File: src/rtl/irqc_pkg.sv
package irqc_pkg;

    typedef enum logic [1:0] {
        TRIG_LVL_LO    = 2'd0,
        TRIG_EDGE_FALL = 2'd1,
        TRIG_LVL_HI    = 2'd2,
        TRIG_EDGE_RISE = 2'd3
    } trig_e;

    localparam int unsigned REG_W = 32;

    typedef struct packed {
        trig_e mode;
        logic  enable;
        logic  pending;
        logic  irq;
    } ctl_state_t;

    function automatic logic is_edge_mode(trig_e m);
        return m[0];
    endfunction

endpackage

File: src/rtl/irqc_sync.sv
module irqc_sync #(
    parameter int unsigned STAGES    = 2,
    parameter logic        RESET_VAL = 1'b1
) (
    input  logic clk,
    input  logic rst_n,
    input  logic async_i,
    output logic sync_o
);
    logic [STAGES-1:0] chain_d, chain_q;

    always_comb begin
        chain_d = {chain_q[STAGES-2:0], async_i};
    end

    always_ff @(posedge clk or negedge rst_n) begin
        if (!rst_n) chain_q <= {STAGES{RESET_VAL}};
        else        chain_q <= chain_d;
    end

    assign sync_o = chain_q[STAGES-1];


    sync_depth_chk: assert property (@(posedge clk) disable iff (!rst_n)
        $rose(sync_o) |-> $past(chain_q[STAGES-2]));
endmodule

File: src/rtl/irqc_detect.sv
module irqc_detect
    import irqc_pkg::*;
#(
    parameter logic RESET_VAL = 1'b1
) (
    input  logic  clk,
    input  logic  rst_n,
    input  logic  sample_i,
    input  trig_e mode_i,
    output logic  hit_o
);
    logic hist_d, hist_q;

    always_comb begin
        hist_d = sample_i;
        unique case (mode_i)
            TRIG_LVL_LO:    hit_o = ~sample_i;
            TRIG_EDGE_FALL: hit_o = hist_q & ~sample_i;
            TRIG_LVL_HI:    hit_o = sample_i;
            TRIG_EDGE_RISE: hit_o = sample_i & ~hist_q;
            default:        hit_o = 1'b0;
        endcase
    end

    always_ff @(posedge clk or negedge rst_n) begin
        if (!rst_n) hist_q <= RESET_VAL;
        else        hist_q <= hist_d;
    end


    edge_needs_change_chk: assert property (@(posedge clk) disable iff (!rst_n)
        (is_edge_mode(mode_i) && hit_o) |-> (sample_i != hist_q));


    steady_no_edge_chk: assert property (@(posedge clk) disable iff (!rst_n)
        ($stable(sample_i) && is_edge_mode(mode_i)) |-> !hit_o);
endmodule

File: src/rtl/irq_line_ctrl.sv
module irq_line_ctrl
    import irqc_pkg::*;
#(
    parameter int unsigned ADDR_W      = 8,
    parameter bit          ENA_ALT     = 1'b0,
    parameter int unsigned SYNC_STAGES = 2,
    parameter logic        IDLE_LEVEL  = 1'b1
) (
    input  logic              clk,
    input  logic              rst_n,
    input  logic              line_i,
    input  logic [ADDR_W-1:0] bus_addr,
    input  logic              bus_we,
    input  logic [31:0]       bus_wdata,
    output logic [31:0]       bus_rdata,
    output logic              irq_o
);
    localparam logic [ADDR_W-1:0] CTRL_OFS = ADDR_W'(8'h00);
    localparam logic [ADDR_W-1:0] PEND_OFS = ADDR_W'(8'h04);
    localparam logic [ADDR_W-1:0] ENA_OFS  = ENA_ALT ? ADDR_W'(8'h34) : ADDR_W'(8'h08);

    ctl_state_t st_d, st_q;
    logic       smp;
    logic       det_hit;
    logic       hit_ctrl, hit_pend, hit_ena, hit_none;
    logic       wdata_unused;

    assign wdata_unused = ^bus_wdata[31:2];

    irqc_sync #(
        .STAGES    (SYNC_STAGES),
        .RESET_VAL (IDLE_LEVEL)
    ) u_sync (
        .clk     (clk),
        .rst_n   (rst_n),
        .async_i (line_i),
        .sync_o  (smp)
    );

    irqc_detect #(
        .RESET_VAL (IDLE_LEVEL)
    ) u_detect (
        .clk      (clk),
        .rst_n    (rst_n),
        .sample_i (smp),
        .mode_i   (st_q.mode),
        .hit_o    (det_hit)
    );

    always_comb begin
        hit_ctrl = (bus_addr == CTRL_OFS);
        hit_pend = (bus_addr == PEND_OFS);
        hit_ena  = (bus_addr == ENA_OFS);
        hit_none = !(hit_ctrl || hit_pend || hit_ena);
    end

    always_comb begin
        st_d = st_q;
        if (bus_we) begin
            if (hit_ctrl)                    st_d.mode    = trig_e'(bus_wdata[1:0]);
            if (hit_pend && bus_wdata[0])    st_d.pending = 1'b0;
            if (hit_ena)                     st_d.enable  = bus_wdata[0];
        end
        if (det_hit) st_d.pending = 1'b1;
        st_d.irq = st_q.pending & st_q.enable;
    end

    always_ff @(posedge clk or negedge rst_n) begin
        if (!rst_n) st_q <= '{mode: TRIG_LVL_LO, enable: 1'b0, pending: 1'b0, irq: 1'b0};
        else        st_q <= st_d;
    end

    always_comb begin
        bus_rdata = '0;
        if (hit_ctrl)      bus_rdata[1:0] = st_q.mode;
        else if (hit_pend) bus_rdata[0]   = st_q.pending;
        else if (hit_ena)  bus_rdata[0]   = st_q.enable;
    end

    assign irq_o = st_q.irq;


    irq_follow_chk: assert property (@(posedge clk) disable iff (!rst_n)
        (st_q.pending && st_q.enable) |=> irq_o);


    irq_masked_chk: assert property (@(posedge clk) disable iff (!rst_n)
        !st_q.enable |=> !irq_o);


    ack_clears_chk: assert property (@(posedge clk) disable iff (!rst_n)
        (bus_we && hit_pend && bus_wdata[0] && !det_hit) |=> !st_q.pending);


    event_wins_chk: assert property (@(posedge clk) disable iff (!rst_n)
        det_hit |=> st_q.pending);


    unmapped_write_chk: assert property (@(posedge clk) disable iff (!rst_n)
        (bus_we && hit_none) |=> ($stable(st_q.mode) && $stable(st_q.enable)));


    rdata_upper_zero_chk: assert property (@(posedge clk) disable iff (!rst_n)
        bus_rdata[31:2] == 30'd0);
endmodule

File: config.mk
export PLATFORM = sky130hd
export DESIGN_NAME = irq_line_ctrl
export DESIGN_NICKNAME = d
export VERILOG_FILES = /design/src/rtl/irqc_pkg.sv /design/src/rtl/irqc_sync.sv /design/src/rtl/irqc_detect.sv /design/src/rtl/irq_line_ctrl.sv
export SDC_FILE = /design/constraint.sdc
export NUM_CORES = 1
export LEC_CHECK = 0
export ABC_AREA = 1
export BUFFER_PORTS_ARGS = -buffer_cell sky130_fd_sc_hd__buf_4
export CORE_MARGIN = 10
export CORE_UTILIZATION = 36
export DETAILED_ROUTE_END_ITERATION = 6
export HOLD_SLACK_MARGIN = 0.08
export PLACE_DENSITY = 0.85
export SLEW_MARGIN = 40
export SYNTH_ARGS = -nofsm -noshare
export SYNTH_HDL_FRONTEND = slang
export SYNTH_SLANG_ARGS = --single-unit
File: constraint.sdc
create_clock -name clk -period 2.21 [get_ports clk]
set_input_delay 0.1105 -clock clk [delete_from_list [all_inputs] [get_ports clk]]
set_output_delay 0.1105 -clock clk [all_outputs]
set_load 0.01 [all_outputs]
==> results of run 1 <==
-- worst max-delay path, stage by stage (launching register included) --
cell,delay [ns]
dfrtp_1,0.39
nand3_1,0.08
nand3_1,0.07
nand2_1,0.06
inv_1,0.04
buf_4,0.13
-- cell type report --
type / instances / area share, %
inverter: 14 / 6.81
multi-input combinational: 70 / 39.9
sequential: 8 / 26.4
tap: 25 / 4.05
clock buffer: 4 / 3.40
timing repair buffer: 19 / 19.4
-- layout by cell type (no fill, tap or decap) --
cell           count
dlygate4sd3_1      3
clkbuf_1           1
and2_1             1
dfstp_2            3
conb_1            30
nand3_2            1
nand2_2            2
inv_1             14
dfrtp_1            5
nand3_1            5
nor2_4             1
nor2_1             5
nor3_2             1
o31ai_1            1
buf_4             16
nand2_1           20
nand4_1            1
clkbuf_4           3
nor2_2             2
-- how the worst max path moves through the flow --
stage,startpoint,endpoint,depth (start not counted)
finish,st_q[2]$_DFFE_PN0P_,bus_rdata[0],5
global route,st_q[2]$_DFFE_PN0P_,bus_rdata[0],5
CTS,st_q[2]$_DFFE_PN0P_,bus_rdata[0],5
detailed placement,bus_addr[1],bus_rdata[0],8
global placement,bus_addr[1],bus_rdata[0],8
floorplan,u_detect.hist_q$_DFF_PN1_,st_q[1]$_DFFE_PN0P_,4
-- kinds of logic (layout without fill, tap and decap cells) --
logic type      Yosys count  count (layout)
buf+inv                  44              37
flops                     8               8
simple gates             39              39
compound gates            1               1
other cells               1              30
-- state kept, by name, summed over array words and instances (netlist names) --
name	cells
irq_o	1
st_q	4
u_detect.hist_q	1
u_sync.chain_q	2
-- per-layer routing --
layer	up-vias	track usage [%]	part of all wire [%]
li1	259	-	-
met1	220	4.76	31
met2	30	12.7	57
met5	-	0	0
met3	0	3.53	12
met4	0	3.28	0
-- timing repair --
action                                 4_1_cts  5_1_grt
resized for setup                            0        0
hold buffers                                 3        0
endpoints found under the hold margin       10        0
-- stage by stage --
step / total power [mW] / hold slack [ns] / util, %
2_1_floorplan: 0.240 / -0.185 / -
3_3_place_gp: 0.226 / -0.0740 / 40.6
3_5_place_dp: 0.229 / -0.0685 / 40.6
4_1_cts: 0.355 / 0.121 / 43.8
5_1_grt: 0.370 / 0.146 / 43.8
6_report: 0.348 / 0.126 / 43.8
-- power breakdown --
part | switching (mW) | total (mW) | internal, mW
registers | 0.00401 | 0.159 | 0.155
clock network | 0.0459 | 0.115 | 0.0688
logic | 0.0480 | 0.0743 | 0.0263
==> impl_results.md, run 1 <==
- Mux share of post-synthesis cell area: 0%
- Layout cells sized above 1: 25.2%
- LEAKAGE: 0.447 nW
- EDFF count, synth: 0
- Largest family of logic cells by synthesized area: buffers and inverters
- Synthesized flop and latch total: 8
- Die width: 63.5 um
- Synth Area per Inst: 7.32 um2
- Maximum VDD drop: 0.307 mV
- Asr flop ratio synth: 100%
- Die outline area: 4030 um2
- Post-Synth Simple-Gate Area: 27.6%
- Area leader, netlist: buf_4
- Setup CP Type: reg -> out
- # DRC: 0
- Initial antenna violation count: 0
- Yosys cell types: 16
- GPL Wtd Cong: 0.714
- Pins Over Slew Limit: 0
- Adder-cell area share of the yosys netlist: 0%
- Synthesized area: 681 um2
- Fin nets: 160
- Final non-filler cell total: 140
- Drt via density: 3.64
- Detail Route Antenna Nets: 0
- Routed via count: 509
- Overall Global Routing Usage: 6.44%
- Top FF cell, synth: dfrtp_1
- RSZ-0062 raised after global routing: false
- H-tree Lvls: 1
- Synth cell count leaders: buf_4 (30), nand2_1 (20), inv_1 (14)
- Largest net degree at the start of global routing: 9
- Reg clk slew, reported paths: 0.05 ns
- Die height: 63.5 um
- Worst Hold Path Cells: 3
- Row cnt: 15
- Post-DP HPWL: 1270 um
- Top cells by area, synth: buf_4 (33%), dfrtp_1 (18%), dfstp_2 (12%), nand2_1 (11%), inv_1 (7.7%)
- Worst skew pair latency: 0.25 ns
- Reg-to-reg endpoint: st_q[1]$_DFFE_PN0P_
- Sequential Area: 204 um2
- Setup violators final: 0
- Root Driver: clkbuf_4
- Post-synth top area share: 33.1%
- Ys Warns: 0
- Core area: 1760 um2
- Crit path arrival time: 1.02 ns
- Pwr/cell area: 451 nW/um2
- XOR/XNOR Fraction of Synth Area: 0%
- Setup Total Neg Slack: 0 ns
- Pre-CTS WS: 1.14 ns
- CP max FO: 3
- Wire per inst: 10.0 um
- Worst hold path class: in -> reg
- Hold EP: st_q[3]$_DFFE_PN0P_
- First-pass GRT wire length: 2150 um
- Area grow syn2layout: 13.4%
- Layout Skew: 0.00696 ns
- Via count of the first global-routing pass: 532
- Setup Buffers After CTS: 0
- Min-delay src: bus_wdata[0]
- Final period util: 51.3%
- Outcome: finished, final reports clean
- Min setup slack post-route: 1.08 ns
- R2R cell count: 4
- Synth Area in Compound Gates: 1.10%
- Startpoint types: flip-flop
- Sequential share of the synthesized area: 30.0%
- I/O Pins: 77
- Area after DPL: 716 um2
- Final Instance Area: 772 um2
- Worst Path Required: 2.10 ns
- Filler instances: 177
- Final hold violations: 0
- Cells after Synth: 93
- Placed cell count: 133
- Initial Util: 38.6%
- Clock buffer depth: 2
- R2R Path Start: u_detect.hist_q$_DFF_PN1_
- DRT iter0 DRCs: 12
- Clock sinks: 8
- Multi-input logic area: 308 um2
- DRT Wirelength: 1400 um
- Remaining Overflow, GRT: 0
- CP endpoint kind: output pin
- Antenna diodes: 0
- CTS Buf Count: 3
- Port bufs: 16
- Reg2reg setup slack: 1.24 ns
- Drt pass-1 iters: 4
- Most common cell in the netlist: buf_4
- CTS tree: yes
- Minimum clock period: 1.13 ns
- Max Cap Viol: 0
- Max Clk Rate: 883 MHz
(Power assumes the default switching activity.)
==> inputs of run 2 (changes only) <==
--- a/config.mk
+++ b/config.mk
@@ -8,10 +8,10 @@
 export ABC_AREA = 1
 export BUFFER_PORTS_ARGS = -buffer_cell sky130_fd_sc_hd__buf_4
 export CORE_MARGIN = 10
-export CORE_UTILIZATION = 36
+export CORE_UTILIZATION = 30
 export DETAILED_ROUTE_END_ITERATION = 6
 export HOLD_SLACK_MARGIN = 0.08
-export PLACE_DENSITY = 0.85
+export PLACE_DENSITY = 0.76
 export SLEW_MARGIN = 40
 export SYNTH_ARGS = -nofsm -noshare
 export SYNTH_HDL_FRONTEND = slang
==> constraint.sdc (replaced) <==
create_clock -name clk -period 0.99 [get_ports clk]
set_input_delay 0.0495 -clock clk [delete_from_list [all_inputs] [get_ports clk]]
set_output_delay 0.0495 -clock clk [all_outputs]
set_load 0.01 [all_outputs]
==> run 2 against run 1 <==
The run now ends with setup timing left. Largest cell class unchanged. Largest power group unchanged. Utilization decreased by 4.9 points. Hold slack improved by 0.030 ns. Sequential share of layout area decreased by 2.4 points. Combinational power increased to 2.6 times the previous value.
==> impl_results.md, run 2 (synthesized netlist as in run 1, its figures left out) <==
- Outcome: finished, violations left (was finished, final reports clean)
- Failing checks: setup timing
- Internal Power: 0.577 mW (was 0.250 mW)
- CP endpoint kind: output pin (unchanged)
- Drt via density: 3.70 (was 3.64)
- Combinational share of power: 23.6% (was 21.3%)
- Largest register by flop count: st_q (unchanged)
- Drt pass-1 iters: 4 (unchanged)
- Layout Skew: 0.00632 ns (was 0.00696 ns)
- Die height: 67.6 um (was 63.5 um)
- LEAKAGE: 0.478 nW (was 0.447 nW)
- Layout cells sized above 1: 30.6% (was 25.2%)
- CP max FO: 2 (was 3)
- Routed via count: 551 (was 509)
- I/O Pins: 77 (unchanged)
- Clock buffer depth: 2 (unchanged)
- Maximum VDD drop: 0.619 mV (was 0.307 mV)
- Fin nets: 166 (was 160)
- Setup violators final: 1 (was 0)
- M1 GR Usage: 5.35% (was 4.76%)
- Worst skew pair latency: 0.26 ns (was 0.25 ns)
- Max Cap Viol: 0 (unchanged)
- Crit path arrival time: 1.06 ns (was 1.02 ns)
- Root Driver: clkbuf_4 (unchanged)
- Most frequent cells in the layout: conb_1 (30), nand2_1 (20), buf_4 (19) (was conb_1 (30), nand2_1 (20), buf_4 (16))
- Crit path max-delay family: flip-flops (unchanged)
- Setup CP Type: reg -> out (unchanged)
- Post-DP HPWL: 1220 um (was 1270 um)
- CP dominant cell by count: nand3_1 (unchanged)
- Pwr/cell area: 964 nW/um2 (was 451 nW/um2)
- Reg clk slew, reported paths: 0.06 ns (was 0.05 ns)
- # DRC: 0 (unchanged)
- Switching Fraction: 29.7% (was 28.1%)
- NetSw: 0.244 mW (was 0.0979 mW)
- Die width: 67.6 um (was 63.5 um)
- Remaining Overflow, GRT: 0 (unchanged)
- WHS: 0.156 ns (was 0.126 ns)
- Filler instances: 226 (was 177)
- Startpoint types: flip-flop (unchanged)
- Grt met3 use: 2.31% (was 3.53%)
- CP bufs+invs: 2 (unchanged)
- Initial Util: 31.1% (was 38.6%)
- Flop pwr share: 43.3% (was 45.7%)
- Overall Global Routing Usage: 6.36% (was 6.44%)
- Initial antenna violation count: 0 (unchanged)
- DRT iter0 DRCs: 5 (was 12)
- Pre-CTS WS: 0.0584 ns (was 1.14 ns)
- Port bufs: 16 (unchanged)
- Clk pwr share: 33.1% (was 32.9%)
- GPL Wtd Cong: 0.814 (was 0.714)
- Antenna diodes: 0 (unchanged)
- Core area: 2190 um2 (was 1760 um2)
- Setup Total Neg Slack: -0.123 ns (was 0 ns)
- Worst path cell trace: nand3_1 -> nand3_1 -> nand2_1 -> inv_2 -> buf_6 (was nand3_1 -> nand3_1 -> nand2_1 -> inv_1 -> buf_4)
- CTS Buf Count: 3 (unchanged)
- Clock sinks: 8 (unchanged)
- Largest net degree at the start of global routing: 9 (unchanged)
- Min setup slack post-route: -0.123 ns (was 1.08 ns)
- CP peak stage delay: 0.38 ns (was 0.39 ns)
- Max Clk Rate: 898 MHz
- Sequential Area: 204 um2 (unchanged)
- CTS tree: yes (unchanged)
- Worst Path Required: 0.94 ns (was 2.10 ns)
- Leading cell type in the layout, fill and taps excluded: conb_1 (unchanged)
- Placed cell count: 136 (was 133)
- RSZ-0062 raised after global routing: true (was false)
- Area grow syn2layout: 25.0% (was 13.4%)
- Pins Over Slew Limit: 0 (unchanged)
- H-tree Lvls: 1 (unchanged)
- Wire per inst: 11.2 um (was 10.0 um)
- Die outline area: 4570 um2 (was 4030 um2)
- CP max stage cell: dfrtp_1 (unchanged)
- Worst hold path class: in -> async (was in -> reg)
- Max FFs per register: 4 (unchanged)
- DRT Wirelength: 1670 um (was 1400 um)
- Final hold violations: 0 (unchanged)
- Final period util: 112%
- Biggest regs: st_q: 4 flops, u_sync.chain_q: 2 flops (unchanged)
- Minimum clock period: 1.11 ns
- First-pass GRT wire length: 2260 um (was 2150 um)
- Final non-filler cell total: 149 (was 140)
- Via count of the first global-routing pass: 546 (was 532)
- GR peak layer: met2 (unchanged)
- Grt met2 use: 12.3% (was 12.7%)
- Detail Route Antenna Nets: 0 (unchanged)
- Row cnt: 17 (was 15)
- Multi-input logic area: 329 um2 (was 308 um2)
run 2: final timing paths:
kind,from,end,slack (ns),depth (start not counted)
setup reg to reg,st_q[4]$_DFFE_PN0P_,st_q[1]$_DFFE_PN0P_,0.03,4
setup / recovery,st_q[2]$_DFFE_PN0P_,bus_rdata[0],-0.12,5
hold / removal,rst_n,st_q[1]$_DFFE_PN0P_,0.16,2
hold reg to reg,u_sync.chain_q[0]$_DFF_PN1_,u_sync.chain_q[1]$_DFF_PN1_,0.35,0
min in group clk,bus_addr[3],st_q[3]$_DFFE_PN0P_,0.21,6
max in group asynchronous,rst_n,u_sync.chain_q[0]$_DFF_PN1_,0.62,2
run 2: per-layer routing:
| layer | routed length, um | part of all wire, % |
|---|---|---|
| met5 | 0 | 0 |
| met4 | 0 | 0 |
| met3 | 301 | 18 |
| met2 | 930 | 56 |
| met1 | 439 | 26 |
run 2: area by class of cell:
type / instances / area share [%]
flip-flops and latches: 8 / 24.0
well taps: 28 / 4.12
repair buffers: 25 / 24.0
multi-input cells: 70 / 38.7
clock buffers: 4 / 3.09
inverters: 14 / 6.18
run 2: timing repair:
| action | in CTS | in global routing |
|---|---|---|
| resized for setup | 1 | 5 |
| hold buffers | 5 | 0 |
| hold endpoints to repair | 12 | 0 |
| buffers inserted | 4 | 0 |
| pin swaps | 0 | 1 |
| setup endpoints to repair | 2 | 3 |
run 2: through the flow:
step                      power [mW]  instance area, um2  utilization [%]
final                          0.821                 851             38.8
after global routing           0.873                 851             38.8
after CTS                      0.810                 830             37.9
after detailed placement       0.511                 719             32.8
after global placement         0.506                 719             32.8
after floorplan                0.535                 790                -
run 2: power groups by stage:
stage	clock, mW	sequential (mW)	combinational [mW]
after floorplan	0	0.359	0.176
after global placement	0	0.359	0.147
after detailed placement	0	0.360	0.150
after CTS	0.280	0.353	0.177
after global routing	0.303	0.357	0.213
final	0.272	0.355	0.193
